`config.mk`:
```
export PLATFORM = sky130hd
export DESIGN_NAME = addr_region_decoder
export DESIGN_NICKNAME = d
export VERILOG_FILES = /design/src/rtl/rgd_pkg.sv /design/src/rtl/rgd_region_dec.sv /design/src/rtl/rgd_rd_fmt.sv /design/src/rtl/addr_region_decoder.sv
export SDC_FILE = /design/constraint.sdc
export NUM_CORES = 1
export LEC_CHECK = 0
export ABC_AREA = 1
export BUFFER_PORTS_ARGS = -buffer_cell sky130_fd_sc_hd__buf_2
export CAP_MARGIN = 5
export CORE_MARGIN = 1.5
export CORE_UTILIZATION = 40
export DETAILED_ROUTE_END_ITERATION = 16
export PLACE_DENSITY_LB_ADDON = 0.3
export SKIP_CTS_REPAIR_TIMING = 1
export SLEW_MARGIN = 20
export SYNTH_ARGS = -nofsm -noshare
export SYNTH_HDL_FRONTEND = slang
export SYNTH_SLANG_ARGS = --single-unit
```
`constraint.sdc`:
```
create_clock -name clk -period 4.4 [get_ports clk]
set_clock_uncertainty 0.2 [all_clocks]
set_input_delay 0.44 -clock clk [delete_from_list [all_inputs] [get_ports clk]]
set_output_delay 0.44 -clock clk [all_outputs]
set_load 0.05 [all_outputs]
```
`src/rtl/rgd_pkg.sv`:
```
`timescale 1ns/1ps
package rgd_pkg;
  typedef enum logic [2:0] {
    TG_ROM  = 3'd0,
    TG_ITCM = 3'd1,
    TG_DTCM = 3'd2,
    TG_RAM  = 3'd3,
    TG_SHR  = 3'd4,
    TG_PRV  = 3'd5,
    TG_IO   = 3'd6,
    TG_NONE = 3'd7
  } tgt_e;

  localparam int NTGT = 7;

  localparam logic [1:0] SZ_BYTE = 2'd0;
  localparam logic [1:0] SZ_HALF = 2'd1;
  localparam logic [1:0] SZ_WORD = 2'd2;

  localparam logic [31:0] TRAP_WORD = 32'hE710_B710;
endpackage

```
`src/rtl/rgd_region_dec.sv`:
```
`timescale 1ns/1ps
module rgd_region_dec
  import rgd_pkg::*;
#(
  parameter int unsigned ADDR_W     = 32,
  parameter int unsigned FLD_W      = 5,
  parameter int unsigned SHR_W      = 17,
  parameter logic [7:0]  CODE_ROM   = 8'hFF,
  parameter logic [7:0]  CODE_ITCM  = 8'h00,
  parameter logic [7:0]  CODE_ITCMM = 8'h01,
  parameter logic [7:0]  CODE_RAM   = 8'h02,
  parameter logic [7:0]  CODE_WRAM  = 8'h03,
  parameter logic [7:0]  CODE_IO    = 8'h04,
  parameter logic [ADDR_W-1:0] DTCM_BASE = 32'h027C_0000,
  parameter logic [ADDR_W-1:0] PRV_BASE  = 32'h0380_0000,
  parameter int unsigned ITCM_BYTES = 32768,
  parameter int unsigned DTCM_BYTES = 16384,
  parameter int unsigned RAM_BYTES  = 4194304,
  parameter int unsigned PRV_BYTES  = 65536,
  parameter int unsigned ROM_BYTES  = 16384,
  parameter int unsigned IO_BITS    = 24
) (
  input  logic [ADDR_W-1:0] addr_i,
  input  logic [FLD_W-1:0]  itcm_fld_i,
  input  logic [SHR_W-1:0]  shr_size_i,
  input  logic              rom_present_i,
  output tgt_e              tgt_o,
  output logic [ADDR_W-1:0] off_o
);
  localparam int unsigned CODE_LSB = ADDR_W - 8;
  localparam int unsigned LIM_W    = 9 + (2 ** FLD_W);
  localparam logic [ADDR_W-1:0] ITCM_MASK = ADDR_W'(ITCM_BYTES - 1);
  localparam logic [ADDR_W-1:0] DTCM_MASK = ADDR_W'(DTCM_BYTES - 1);
  localparam logic [ADDR_W-1:0] RAM_MASK  = ADDR_W'(RAM_BYTES - 1);
  localparam logic [ADDR_W-1:0] PRV_MASK  = ADDR_W'(PRV_BYTES - 1);
  localparam logic [ADDR_W-1:0] ROM_MASK  = ADDR_W'(ROM_BYTES - 1);
  localparam logic [ADDR_W-1:0] IO_MASK   = ADDR_W'((64'd1 << IO_BITS) - 64'd1);

  logic [7:0]        code;
  logic [LIM_W-1:0]  itcm_lim;
  logic              itcm_in;
  logic              dtcm_hit;
  logic [ADDR_W-1:0] shr_mask;

  assign code     = addr_i[ADDR_W-1:CODE_LSB];
  assign itcm_lim = LIM_W'(512) << itcm_fld_i;
  assign itcm_in  = LIM_W'(addr_i) < itcm_lim;
  assign dtcm_hit = (addr_i & ~DTCM_MASK) == DTCM_BASE;
  assign shr_mask = ADDR_W'(shr_size_i) - ADDR_W'(1);

  always_comb begin
    tgt_o = TG_NONE;
    off_o = '0;
    if (code == CODE_ITCM || code == CODE_ITCMM) begin
      if (itcm_in) begin
        tgt_o = TG_ITCM;
        off_o = addr_i & ITCM_MASK;
      end
    end else if (code == CODE_RAM) begin
      // data TCM overlays main RAM and is tested first
      if (dtcm_hit) begin
        tgt_o = TG_DTCM;
        off_o = addr_i & DTCM_MASK;
      end else begin
        tgt_o = TG_RAM;
        off_o = addr_i & RAM_MASK;
      end
    end else if (code == CODE_WRAM) begin
      if (addr_i >= PRV_BASE || shr_size_i == '0) begin
        tgt_o = TG_PRV;
        off_o = addr_i & PRV_MASK;
      end else begin
        tgt_o = TG_SHR;
        off_o = addr_i & shr_mask;
      end
    end else if (code == CODE_IO) begin
      tgt_o = TG_IO;
      off_o = addr_i & IO_MASK;
    end else if (code == CODE_ROM) begin
      if (rom_present_i) begin
        tgt_o = TG_ROM;
        off_o = addr_i & ROM_MASK;
      end
    end
  end
endmodule

```
`src/rtl/rgd_rd_fmt.sv`:
```
`timescale 1ns/1ps
module rgd_rd_fmt
  import rgd_pkg::*;
#(
  parameter int unsigned DATA_W = 32
) (
  input  logic [DATA_W-1:0] word_i,
  input  logic [1:0]        size_i,
  input  logic [1:0]        lane_i,
  input  logic              io_i,
  output logic [DATA_W-1:0] data_o
);
  localparam int unsigned HW = DATA_W / 2;

  logic [HW-1:0]       half;
  logic [1:0]          blane;
  logic [7:0]          bsel;
  logic [DATA_W-1:0]   rot_src;
  logic [1:0]          rot_amt;
  logic [2*DATA_W-1:0] dbl;

  // I/O data is halfword wide: only lane bit 0 matters there
  assign half  = (!io_i && lane_i[1]) ? word_i[DATA_W-1:HW] : word_i[HW-1:0];
  assign blane = io_i ? {1'b0, lane_i[0]} : lane_i;
  assign bsel  = word_i[8*blane +: 8];

  always_comb begin
    if (size_i == SZ_WORD) begin
      rot_src = word_i;
      rot_amt = lane_i;
    end else begin
      rot_src = {{HW{1'b0}}, half};
      rot_amt = {1'b0, lane_i[0]};
    end
  end

  assign dbl = {rot_src, rot_src} >> (8 * rot_amt);

  always_comb begin
    if (size_i == SZ_BYTE) data_o = {{(DATA_W-8){1'b0}}, bsel};
    else                   data_o = dbl[DATA_W-1:0];
  end
endmodule

```
`src/rtl/addr_region_decoder.sv`:
```
`timescale 1ns/1ps
module addr_region_decoder
  import rgd_pkg::*;
#(
  parameter int unsigned ADDR_W   = 32,
  parameter int unsigned DATA_W   = 32,
  parameter int unsigned FLD_W    = 5,
  parameter int unsigned SHR_W    = 17,
  parameter int unsigned WAIT_W   = 2,
  parameter int unsigned LD_WAIT  = 2,
  parameter int unsigned ST_WAIT  = 1,
  parameter logic [ADDR_W-1:0] DTCM_BASE = 32'h027C_0000,
  parameter logic [ADDR_W-1:0] PRV_BASE  = 32'h0380_0000,
  parameter int unsigned ITCM_BYTES = 32768,
  parameter int unsigned DTCM_BYTES = 16384,
  parameter int unsigned RAM_BYTES  = 4194304,
  parameter int unsigned PRV_BYTES  = 65536,
  parameter int unsigned ROM_BYTES  = 16384
) (
  input  logic              clk,
  input  logic              rst_n,
  input  logic              req_valid,
  output logic              req_ready,
  input  logic              req_we,
  input  logic              req_fetch,
  input  logic [1:0]        req_size,
  input  logic [ADDR_W-1:0] req_addr,
  input  logic [DATA_W-1:0] req_wdata,
  input  logic [FLD_W-1:0]  itcm_size_fld,
  input  logic [SHR_W-1:0]  shr_size,
  input  logic              rom_present,
  output logic [NTGT-1:0]   mem_sel,
  output logic [ADDR_W-1:0] mem_addr,
  output logic              mem_we,
  output logic [DATA_W/8-1:0] mem_be,
  output logic [DATA_W-1:0] mem_wdata,
  input  logic [DATA_W-1:0] mem_rdata,
  output logic              rsp_valid,
  output logic [DATA_W-1:0] rsp_rdata,
  output logic [WAIT_W-1:0] rsp_wait,
  output logic              rsp_err
);
  localparam int unsigned HW    = DATA_W / 2;
  localparam int unsigned BE_W  = DATA_W / 8;
  localparam int unsigned LIM_W = 9 + (2 ** FLD_W);
  localparam logic [ADDR_W-1:0] ALIGN_MASK = ~ADDR_W'(3);

  // reset: asynchronous assert, synchronous release
  logic [1:0] rst_q;
  logic       rst_sync_n;
  always_ff @(posedge clk or negedge rst_n) begin
    if (!rst_n) rst_q <= '0;
    else        rst_q <= {rst_q[0], 1'b1};
  end
  assign rst_sync_n = rst_q[1];

  tgt_e              dec_tgt;
  logic [ADDR_W-1:0] dec_off;

  rgd_region_dec #(
    .ADDR_W(ADDR_W), .FLD_W(FLD_W), .SHR_W(SHR_W),
    .DTCM_BASE(DTCM_BASE), .PRV_BASE(PRV_BASE),
    .ITCM_BYTES(ITCM_BYTES), .DTCM_BYTES(DTCM_BYTES), .RAM_BYTES(RAM_BYTES),
    .PRV_BYTES(PRV_BYTES), .ROM_BYTES(ROM_BYTES)
  ) u_dec (
    .addr_i       (req_addr),
    .itcm_fld_i   (itcm_size_fld),
    .shr_size_i   (shr_size),
    .rom_present_i(rom_present),
    .tgt_o        (dec_tgt),
    .off_o        (dec_off)
  );

  // state
  logic              busy_q, busy_d;
  logic [ADDR_W-1:0] hold_off_q, hold_off_d;
  logic [1:0]        hold_lane_q, hold_lane_d;
  logic [HW-1:0]     lo_q, lo_d;
  logic              rsp_valid_q, rsp_valid_d;
  logic [DATA_W-1:0] rsp_rdata_q, rsp_rdata_d;
  logic [WAIT_W-1:0] rsp_wait_q, rsp_wait_d;
  logic              rsp_err_q, rsp_err_d;

  logic accept, blocked, io_split, issue;
  logic [BE_W-1:0] be;

  assign req_ready = !busy_q;
  assign accept    = req_valid && !busy_q;
  assign blocked   = (dec_tgt == TG_NONE) || (req_we && dec_tgt == TG_ROM);
  assign io_split  = accept && !req_we && dec_tgt == TG_IO && req_size == SZ_WORD;
  assign issue     = accept && !blocked;

  always_comb begin
    if (req_size == SZ_WORD)      be = '1;
    else if (req_size == SZ_HALF) be = req_addr[1] ? BE_W'(4'hC) : BE_W'(4'h3);
    else                          be = BE_W'(1) << req_addr[1:0];
  end

  // read formatting
  logic [DATA_W-1:0] fmt_word, fmt_out;
  logic [1:0]        fmt_size, fmt_lane;
  logic              fmt_io;

  always_comb begin
    if (busy_q) begin
      fmt_word = {mem_rdata[HW-1:0], lo_q};
      fmt_size = SZ_WORD;
      fmt_lane = hold_lane_q;
      fmt_io   = 1'b1;
    end else begin
      fmt_word = (dec_tgt == TG_IO) ? {{HW{1'b0}}, mem_rdata[HW-1:0]} : mem_rdata;
      fmt_size = req_size;
      fmt_lane = req_addr[1:0];
      fmt_io   = (dec_tgt == TG_IO);
    end
  end

  rgd_rd_fmt #(.DATA_W(DATA_W)) u_fmt (
    .word_i(fmt_word),
    .size_i(fmt_size),
    .lane_i(fmt_lane),
    .io_i  (fmt_io),
    .data_o(fmt_out)
  );

  // memory port
  always_comb begin
    mem_sel   = '0;
    mem_addr  = '0;
    mem_we    = 1'b0;
    mem_be    = '0;
    mem_wdata = req_wdata;
    if (busy_q) begin
      mem_sel[TG_IO] = 1'b1;
      mem_addr       = hold_off_q | ADDR_W'(2);
      mem_be         = BE_W'(4'hC);
    end else if (issue) begin
      mem_sel[dec_tgt] = 1'b1;
      mem_addr         = io_split ? (dec_off & ALIGN_MASK) : dec_off;
      mem_we           = req_we;
      mem_be           = be;
    end
  end

  // next state
  always_comb begin
    busy_d      = busy_q;
    hold_off_d  = hold_off_q;
    hold_lane_d = hold_lane_q;
    lo_d        = lo_q;
    rsp_valid_d = 1'b0;
    rsp_rdata_d = rsp_rdata_q;
    rsp_wait_d  = rsp_wait_q;
    rsp_err_d   = rsp_err_q;
    if (busy_q) begin
      busy_d      = 1'b0;
      rsp_valid_d = 1'b1;
      rsp_rdata_d = fmt_out;
      rsp_wait_d  = WAIT_W'(LD_WAIT);
      rsp_err_d   = 1'b0;
    end else if (accept) begin
      if (io_split) begin
        busy_d      = 1'b1;
        hold_off_d  = dec_off & ALIGN_MASK;
        hold_lane_d = req_addr[1:0];
        lo_d        = mem_rdata[HW-1:0];
      end else begin
        rsp_valid_d = 1'b1;
        rsp_wait_d  = req_we ? WAIT_W'(ST_WAIT) : WAIT_W'(LD_WAIT);
        rsp_err_d   = blocked;
        if (req_we)       rsp_rdata_d = '0;
        else if (blocked) rsp_rdata_d = req_fetch ? DATA_W'(TRAP_WORD) : '0;
        else              rsp_rdata_d = fmt_out;
      end
    end
  end

  // registers
  always_ff @(posedge clk or negedge rst_sync_n) begin
    if (!rst_sync_n) begin
      busy_q      <= 1'b0;
      rsp_valid_q <= 1'b0;
    end else begin
      busy_q      <= busy_d;
      rsp_valid_q <= rsp_valid_d;
    end
  end

  always_ff @(posedge clk or negedge rst_sync_n) begin
    if (!rst_sync_n) begin
      hold_off_q  <= '0;
      hold_lane_q <= '0;
      lo_q        <= '0;
    end else if (io_split) begin
      hold_off_q  <= hold_off_d;
      hold_lane_q <= hold_lane_d;
      lo_q        <= lo_d;
    end
  end

  always_ff @(posedge clk or negedge rst_sync_n) begin
    if (!rst_sync_n) begin
      rsp_rdata_q <= '0;
      rsp_wait_q  <= '0;
      rsp_err_q   <= 1'b0;
    end else if (rsp_valid_d) begin
      rsp_rdata_q <= rsp_rdata_d;
      rsp_wait_q  <= rsp_wait_d;
      rsp_err_q   <= rsp_err_d;
    end
  end

  assign rsp_valid = rsp_valid_q;
  assign rsp_rdata = rsp_rdata_q;
  assign rsp_wait  = rsp_wait_q;
  assign rsp_err   = rsp_err_q;

  // assertions
  a_r1_sel_onehot: assert property (@(posedge clk) disable iff (!rst_sync_n)
    $onehot0(mem_sel));

  a_r2_itcm_limit: assert property (@(posedge clk) disable iff (!rst_sync_n)
    mem_sel[TG_ITCM] |-> (LIM_W'(req_addr) < (LIM_W'(512) << itcm_size_fld)));

  a_r6_split_hold: assert property (@(posedge clk) disable iff (!rst_sync_n)
    io_split |=> (!req_ready && !rsp_valid));

  a_r6_split_done: assert property (@(posedge clk) disable iff (!rst_sync_n)
    !req_ready |=> (rsp_valid && req_ready));

  a_r12_resp_next: assert property (@(posedge clk) disable iff (!rst_sync_n)
    (accept && !io_split) |=> rsp_valid);

  a_r10_wait_count: assert property (@(posedge clk) disable iff (!rst_sync_n)
    rsp_valid |-> (rsp_wait == (($past(req_we) && !$past(busy_q)) ?
                                WAIT_W'(ST_WAIT) : WAIT_W'(LD_WAIT))));

  a_r11_drop_write: assert property (@(posedge clk) disable iff (!rst_sync_n)
    mem_we |-> (dec_tgt != TG_NONE && dec_tgt != TG_ROM));
endmodule

```
**Word level (Yosys, flattened, before mapping)**

Cells that the tools add are included.

- $add $sub $neg: 1
- Order comparisons: 4
- Equal/unequal tests: 12
- Shifts and indexed selects: 4
- Multiplexer cells: 62
- Bitwise logic cells: 2
- Reduce and logical (&&, ||, !) cells: 22

Operators with widths:

| operator | count |
|---|---|
| 2-to-1 mux 32 bit | 18 |
| >> shifter 64 x 5 -> 32 bit | 1 |
| < comparator 32 x 41 -> 1 bit | 1 |
| << shifter 10 x 5 -> 41 bit, first input constant | 1 |
| bitwise AND 32 bit | 1 |
| >= comparator 32 x 26 -> 1 bit, second input constant | 1 |
| indexed part select 32 x 6 -> 8 bit | 1 |
| 2-to-1 mux 22 bit | 1 |
| 2-to-1 mux 3 bit | 7 |
| 2-to-1 mux 4 bit | 5 |
| == test 18 x 12 -> 1 bit, second input constant | 1 |
| 2-to-1 mux 2 bit | 9 |
| subtractor 17 x 1 -> 18 bit, second input constant | 1 |
| zero test 17 bit | 1 |
| == test 8 x 2 -> 1 bit, second input constant | 2 |
| 2-to-1 mux 1 bit | 16 |
| 2-to-1 mux 16 bit | 1 |
| 2-to-1 mux 15 bit | 1 |
| 2-to-1 mux 14 bit | 1 |
| == test 8 x 1 -> 1 bit, second input constant | 1 |
| == test 8 x 3 -> 1 bit, second input constant | 1 |
| == test 8 bit, second input constant | 1 |
| logical AND 1 bit | 8 |
| zero test 8 bit | 1 |
| 17 further kinds | 25 |

- Bits in registers: 87
- Output and inout port bits: 113
- Word-level logic and storage cells: 116

**Longest topological paths before layout**

Gate-level depths: netlist of the first run.

- Word-level depth: 19
- Mapped depth: 23
- Mapped depth without buffers: 23

**Hierarchy**

Synthesis of the first run repeated with hierarchy kept, for this count alone.

- Cells, all modules: 1,322
- Area total of the unflattened synthesis: 8,190.4 um2

By module, submodules not included:

| module | times used | cells an instance | area an instance (um2) |
|---|---|---|---|
| addr_region_decoder | 1 | 671 | 4,847.1 |
| rgd_region_dec | 1 | 357 | 1,979.4 |
| rgd_rd_fmt | 1 | 294 | 1,363.8 |

**Least setup slack after synthesis of the first run**

Ideal clock, no wire load.

- Kind: input-to-output
- Start point: in itcm_size_fld[4]
- End point: out mem_addr[12]
- Arrival time: 3,166 ps
- Data required time: 3,760 ps
- Slack: 594 ps
- Cell stages on the path: 19
- Path through: buf_2 > nor2_1 > nand2_1 > ha_1 > nand2_1 > nor2_1 > a21boi_0 > nor2_1 > nand2_1 > nand2_1 > nand2_1 > nand2_2 > o21ai_1 > nand2_2 > nand2_4 > nor2_2 > nand2_2 > buf_6 > o21ai_1

- Longest elaborated chain between the ends: 11
- Elaborated cells between the ends (all ways): 14
- Classes of those cells: order compare: 1; eq/ne: 1; shift: 1; mux: 6; reduce/logical: 5

RTL lines:

| item | RTL line | text |
|---|---|---|
| start, declared | addr_region_decoder.sv:29 | `input logic [FLD_W-1:0] itcm_size_fld,` |
| << shifter 10 x 5 -> 41 bit (*) | rgd_region_dec.sv:46 | `assign itcm_lim = LIM_W'(512) << itcm_fld_i;` |
| < comparator 32 x 41 -> 1 bit (*) | rgd_region_dec.sv:47 | `assign itcm_in = LIM_W'(addr_i) < itcm_lim;` |
| 2-to-1 mux 3 bit | rgd_region_dec.sv:55 | `if (itcm_in) begin` |
| 2-to-1 mux 3 bit | rgd_region_dec.sv:54 | `if (code == CODE_ITCM \|\| code == CODE_ITCMM) begin` |
| zero test 3 bit | addr_region_decoder.sv:89 | `assign blocked = (dec_tgt == TG_NONE) \|\| (req_we && dec_tgt == TG_ROM);` |
| logical AND 1 bit | addr_region_decoder.sv:89 |  |
| logical OR 1 bit | addr_region_decoder.sv:89 |  |
| zero test 1 bit | addr_region_decoder.sv:91 | `assign issue = accept && !blocked;` |
| logical AND 1 bit | addr_region_decoder.sv:91 |  |
| 2-to-1 mux 32 bit (*) | addr_region_decoder.sv:137 | `end else if (issue) begin` |
| 2-to-1 mux 32 bit (*) | addr_region_decoder.sv:133 | `if (busy_q) begin` |
| end, declared | addr_region_decoder.sv:33 | `output logic [ADDR_W-1:0] mem_addr,` |

Every way passes the cells marked *; elsewhere a longest branch is shown, timed or not.

**Worst setup path in the final report of the first run**

- Start point: in itcm_size_fld[0]
- End point: out mem_addr[15]

- Longest elaborated chain between the ends: 11
- Elaborated cells between the ends (all ways): 12
- Classes of those cells: order compare: 1; eq/ne: 1; shift: 1; mux: 4; reduce/logical: 5

RTL lines:

| item | RTL line |
|---|---|
| << shifter 10 x 5 -> 41 bit (*) | rgd_region_dec.sv:46 |
| < comparator 32 x 41 -> 1 bit (*) | rgd_region_dec.sv:47 |
| 2-to-1 mux 3 bit (*) | rgd_region_dec.sv:55 |
| 2-to-1 mux 3 bit (*) | rgd_region_dec.sv:54 |
| zero test 3 bit | addr_region_decoder.sv:89 |
| logical AND 1 bit | addr_region_decoder.sv:89 |
| logical OR 1 bit (*) | addr_region_decoder.sv:89 |
| zero test 1 bit (*) | addr_region_decoder.sv:91 |
| logical AND 1 bit (*) | addr_region_decoder.sv:91 |
| 2-to-1 mux 32 bit (*) | addr_region_decoder.sv:137 |
| 2-to-1 mux 32 bit (*) | addr_region_decoder.sv:133 |

Marks and branches as above.

==> reports/qor.yml, run 1 <==
yosys:
  synthTopCellsByCount: "nand2_1 (401), nand3_1 (102), inv_1 (88), dfrtp_1 (87), nor2_1 (76)"
  syn_avg_cell_area_sq_um: 6.40
  ys_types: 45
  syn_nets: 1286
  synth_area_leaders: "dfrtp_1 (30%), nand2_1 (21%), nand3_1 (7.0%)"
  synth_top_area_cell: "dfrtp_1"
  synth_ff_type: "dfrtp_1"
  synth_seq_cells: 87
  synth_compound_area_frac: 0.121
  synthAdderAreaFrac: 0.0413
  synthSimpleGateAreaFrac: 0.388
  yosys_warnings: 0
  synth-xor-area-share: 0.0144
  yosysTopAreaCellShare: 0.299
  synth_area_sq_um: 7270
  synthMuxAreaShare: 0.0138
  async_reset_ff_frac: 1.00
  ys_seq_area_frac: 0.299
  synth_edf_count: 0
  syn-instance-count: 1136
  synth_top_family_by_area: "simple AND/OR/NAND/NOR gates"
  synth_most_common_cell: "nand2_1"
grt:
  grt_pass1_wl_um: 35100
  globalRouteTotalUtil: 0.238
  grt_max_degree: 58
  grt_pass1_vias: 6640
  antenna_found_initial: 3
  grt_overflow: 0
detailed_routing:
  avgViaCountPerCell: 5.11
  wl_per_cell_um: 15.2
  ant_nets: 0
  wl_um: 22600
  drc: 0
  first_pass_iters: 5
  via_count: 7598
  drt_iter0_markers: 787
sta:
  period_needed_ns: 4.08
  drv_slew: 0
  finalCritPeriodShare: 0.928
  setup_viol: 0
  max_freq_mhz: 245
  rsz0062_at_grt: "false"
  hold_viol: 0
  slew_headroom: 0.326
  hold_ws_ns: 0.115
  setup_ws_ns: 0.316
  worstMarginPinSlew_ns: 1.01
  tns_ns: 0
clock_tree:
  cts_buffers: 9
  clock-sinks: 87
  clk_latency_ns: 0.35
  h-tree-depth: 3
  cts_tree: "done"
  cts_buffer_depth: 2
  root_buffer: "clkbuf_16"
  clk_pin_slew_ns: 0.06
placed_design:
  gp_congestion: 0.962
  place_area_sq_um: 8050
  port-buffer-count: 174
  dp.cells: 1468
  place_ws_ns: 0.314
  hpwl_um: 17300
finish:
  syn_to_final_growth_pct: 15.1
  drive_gt1_frac: 0.207
  finalNetCount: 1401
  instances_no_fill: 1488
  postLayoutCellArea_sq_um: 8380
pwr:
  power.density_nw_per_um2: 242
  leakage_nw: 4.50
  irDropWorstVdd_uv: 196
floorplanning:
  rows: 49
  die_width_um: 138
  ioPinCount: 239
  die-area_sq_um: 19000
  start_util: 0.406
  coreArea_sq_um: 17900
  die_h_um: 138
job:
  maxCapViolCount: 0
worst_setup_path:
  critical-path-max-stage-delay_ns: 0.36
  worstPathArrival_ns: 3.44
  crit_path_end_kind: "primary output"
  cp_max_fo: 20
  cp-startpoint: "itcm_size_fld[0]"
  critPathKind: "in2out"
  cpMostUsedCell: "nand2_1"
  cp-start-kind: "input port"
  crit_chain: "buf_2, inv_1, nor3_1, nand3_1, ha_1, nand2_1, nand2_1, nand2_1, nand2_1, nand2_1, nand2_1, nand2_1, nand2_1, inv_1, nand2_1, nand2_2, o21ai_1, nand2_2, nand2_4, nor2_2, nand2_2, buf_12, o21ai_1, buf_2"
  slowest_stage: "nor3_1"
  r2r-start: "busy_q$_DFF_PN0_"
  cp.required_ns: 3.76
  r2r_setup_slack_ns: 1.52
status:
  status: "complete, no violations"
min_path:
  min_from: "mem_rdata[3]"
  hold_class: "in2reg"
## cells by family (layout without fill, tap and decap cells)
logic type | after synthesis | after routing
multiplexers | 10 | 10
AO/OA/AOI/OAI | 160 | 160
flip-flops | 87 | 87
buffers and inverters | 185 | 305
AND/OR/NAND/NOR | 657 | 657
other | 1 | 4
adder cells (fa/ha/maj) | 24 | 24
XOR/XNOR | 12 | 12
## worst max-delay path: cells and delay by family
family	cells	cell delay (ns)
compound gates	2	0.26
fa+ha+maj	1	0.32
buf+inv	5	0.81
simple gates	16	1.60
## flip-flops by register name, indices dropped and copies added, names as in the netlist
signal and count:
rsp_wait 2, rsp_err 1, hold_lane_q 2, rsp_rdata 32, hold_off_q 30, rst_q 2, rsp_valid 1, lo_q 16
busy_q 1
## path summary, 6_finish.rpt
kind	to	depth (start not counted)
max in group asynchronous	rsp_valid$_DFF_PN0_	1
setup reg to reg	rsp_rdata[4]$_DFFE_PN0P_	10
hold reg to reg	rst_q[1]$_DFF_PN0_	0
min in group asynchronous	lo_q[3]$_DFFE_PN0P_	0
setup / recovery	mem_addr[15]	24
hold / removal	lo_q[3]$_DFFE_PN0P_	3
## layer usage
| metal | GRT usage | part of all wire | vias up |
|---|---|---|---|
| met5 | 0 | 0.00057 | - |
| met1 | 0.338 | 0.46 | 3399 |
| met4 | 0.0845 | 0.027 | 2 |
| met2 | 0.355 | 0.44 | 272 |
| met3 | 0.0493 | 0.071 | 35 |
| li1 | - | - | 3890 |
## per-stage QoR
stage                util  total power, mW
floorplan               -             1.20
global placement    0.450             1.26
detailed placement  0.450             1.26
CTS                 0.466             2.06
global route        0.468             2.13
finish              0.468             2.03
## power breakdown
part	switching, mW	internal (mW)	total [mW]
clock	0.338	0.440	0.778
combinational	0.287	0.128	0.415
sequential	0.0181	0.819	0.837
total	0.644	1.39	2.03
## area by class of cell
cell class	instances	area, sq um
Sequential cell	87	2180
Antenna cell	3	7.51
Inverter	99	372
Clock inverter	7	71.3
Timing Repair Buffer	190	1010
Tap cell	229	287
Multi-Input combinational cell	864	4230
Clock buffer	9	225
Fill cell	1885	9530
## cells in the final DEF (no fill, tap or decap), types with 24 or more instances in the layout
cell	Yosys	routed
inv_1	88	88
nor2_1	76	76
nand4_1	27	27
nand3_1	102	102
o21ai_1	31	31
dfrtp_1	87	85
nand2_1	401	401
a21oi_1	28	28
o21ai_0	70	70
ha_1	24	24
buf_2	17	174
Note: power is estimated with default switching activity, not from simulation.
==> run 2: changes to the inputs <==
--- a/config.mk
+++ b/config.mk
@@ -11,6 +11,7 @@
 export CORE_MARGIN = 1.5
 export CORE_UTILIZATION = 40
 export DETAILED_ROUTE_END_ITERATION = 16
+export MAX_ROUTING_LAYER = met4
 export PLACE_DENSITY_LB_ADDON = 0.3
 export SKIP_CTS_REPAIR_TIMING = 1
 export SLEW_MARGIN = 20
==> reports/qor.yml, run 2 (synthesis results as in run 1) <==
finish:
  syn_to_final_growth_pct: 14.8
  drive_gt1_frac: 0.206
  postLayoutCellArea_sq_um: 8350
  fillers: 1886
  layout_commonest_cell: "nand2_1"
  largest_reg_flops: 32
  finalNetCount: 1401
  final_cell_mix: "nand2_1 (401), buf_2 (174), nand3_1 (102)"
worst_setup_path:
  cp-start-kind: "input port"
  worstPathArrival_ns: 3.42
  cp_max_fo: 20
  crit_path_end_kind: "primary output"
  critPathKind: "in2out"
  cp.required_ns: 3.76
sta:
  rsz0062_at_grt: "false"
  hold_viol: 0
  period_needed_ns: 4.06
  slew_headroom: 0.301
  setup_viol: 0
  tns_ns: 0
  worstMarginPinSlew_ns: 1.05
  drv_slew: 0
  max_freq_mhz: 246
  finalCritPeriodShare: 0.923
job:
  maxCapViolCount: 0
floorplanning:
  coreArea_sq_um: 17900
  die_h_um: 138
  die_width_um: 138
  ioPinCount: 239
  rows: 49
  die-area_sq_um: 19000
  start_util: 0.406
grt:
  globalRouteTotalUtil: 0.246
  grt_overflow: 0
  grt_pass1_vias: 6484
  antenna_found_initial: 3
  grt_pass1_wl_um: 35000
  grt_max_degree: 56
placed_design:
  place_area_sq_um: 8050
  port-buffer-count: 174
  gp_congestion: 0.970
  hpwl_um: 17300
clock_tree:
  cts_buffer_depth: 2
  h-tree-depth: 3
  clk_latency_ns: 0.36
  root_buffer: "clkbuf_16"
  clock-sinks: 87
  clk_pin_slew_ns: 0.07
  cts_buffers: 9
  cts_tree: "done"
status:
  status: "complete, no violations"
detailed_routing:
  wl_um: 22500
  drc: 0
  wl_per_cell_um: 15.2
  ant_nets: 0
  drt_iter0_markers: 723
  first_pass_iters: 5
  avgViaCountPerCell: 5.19
  via_count: 7726
pwr:
  leakage_nw: 4.49
  irDropWorstVdd_uv: 211
  power.density_nw_per_um2: 237
min_path:
  hold_class: "in2reg"
==> run 2: power breakdown <==
group,switching (mW),internal (mW),leakage [nW],total (mW)
sequential,0.0199,0.819,1.14,0.838
clock,0.343,0.388,0.133,0.731
combinational,0.284,0.127,3.22,0.412
==> run 2: path summary, 6_finish.rpt <==
path	slack, ns	from	cells after the start	endpoint
setup / recovery	0.34	itcm_size_fld[0]	24	mem_addr[15]
hold / removal	0.12	mem_rdata[12]	3	lo_q[12]$_DFFE_PN0P_
setup reg to reg	1.03	busy_q$_DFF_PN0_	11	rsp_rdata[30]$_DFFE_PN0P_
hold reg to reg	0.16	rst_q[0]$_DFF_PN0_	0	rst_q[1]$_DFF_PN0_
max in group asynchronous	2.92	rst_q[1]$_DFF_PN0_	1	rsp_rdata[12]$_DFFE_PN0P_
min in group asynchronous	0.19	rst_n	2	rst_q[1]$_DFF_PN0_
==> run 2: per-layer routing <==
metal | up-vias | track usage | wire (um)
met5 | - | - | 0
met2 | 293 | 0.337 | 9840
li1 | 3890 | - | -
met1 | 3499 | 0.356 | 10400
met3 | 44 | 0.0450 | 1600
met4 | 0 | 0.0909 | 661
==> run 2: area by class of cell <==
| cell class | instances | area (sq um) | share of cell area |
|---|---|---|---|
| clock buffers | 9 | 225 | 0.0270 |
| multi-input cells | 864 | 4220 | 0.505 |
| diodes | 3 | 7.51 | 0.000899 |
| well taps | 229 | 287 | 0.0343 |
| clock inverters | 7 | 55.1 | 0.00659 |
| inverters | 99 | 372 | 0.0445 |
| repair buffers | 190 | 1010 | 0.120 |
| flip-flops and latches | 87 | 2180 | 0.261 |
==> run 2: worst max-delay path: stages <==
cell	delay (ns)
buf_2	0.13
inv_1	0.08
nor3_1	0.36
nand3_1	0.18
ha_1	0.33
nand2_1	0.06
nand2_1	0.04
nand2_1	0.05
nand2_1	0.05
nand2_1	0.05
nand2_1	0.04
nand2_1	0.06
nand2_1	0.05
inv_1	0.04
nand2_1	0.08
nand2_2	0.08
o21ai_1	0.07
nand2_2	0.08
nand2_4	0.08
nor2_2	0.13
nand2_2	0.21
buf_12	0.24
o21ai_1	0.18
buf_2	0.30
==> run 2: through the flow <==
step / instances / power [mW] / worst slack, ns / hold slack [ns] / util
2_1_floorplan: 1136 / 1.20 / 0.594 / -0.0556 / -
3_3_place_gp: 1468 / 1.26 / 0.325 / 0.0252 / 0.450
3_5_place_dp: 1468 / 1.26 / 0.298 / 0.0255 / 0.450
4_1_cts: 1484 / 2.01 / 0.295 / -0.360 / 0.465
5_1_grt: 1488 / 2.09 / 0.0699 / 0.109 / 0.467
6_report: 1488 / 1.98 / 0.341 / 0.116 / 0.467
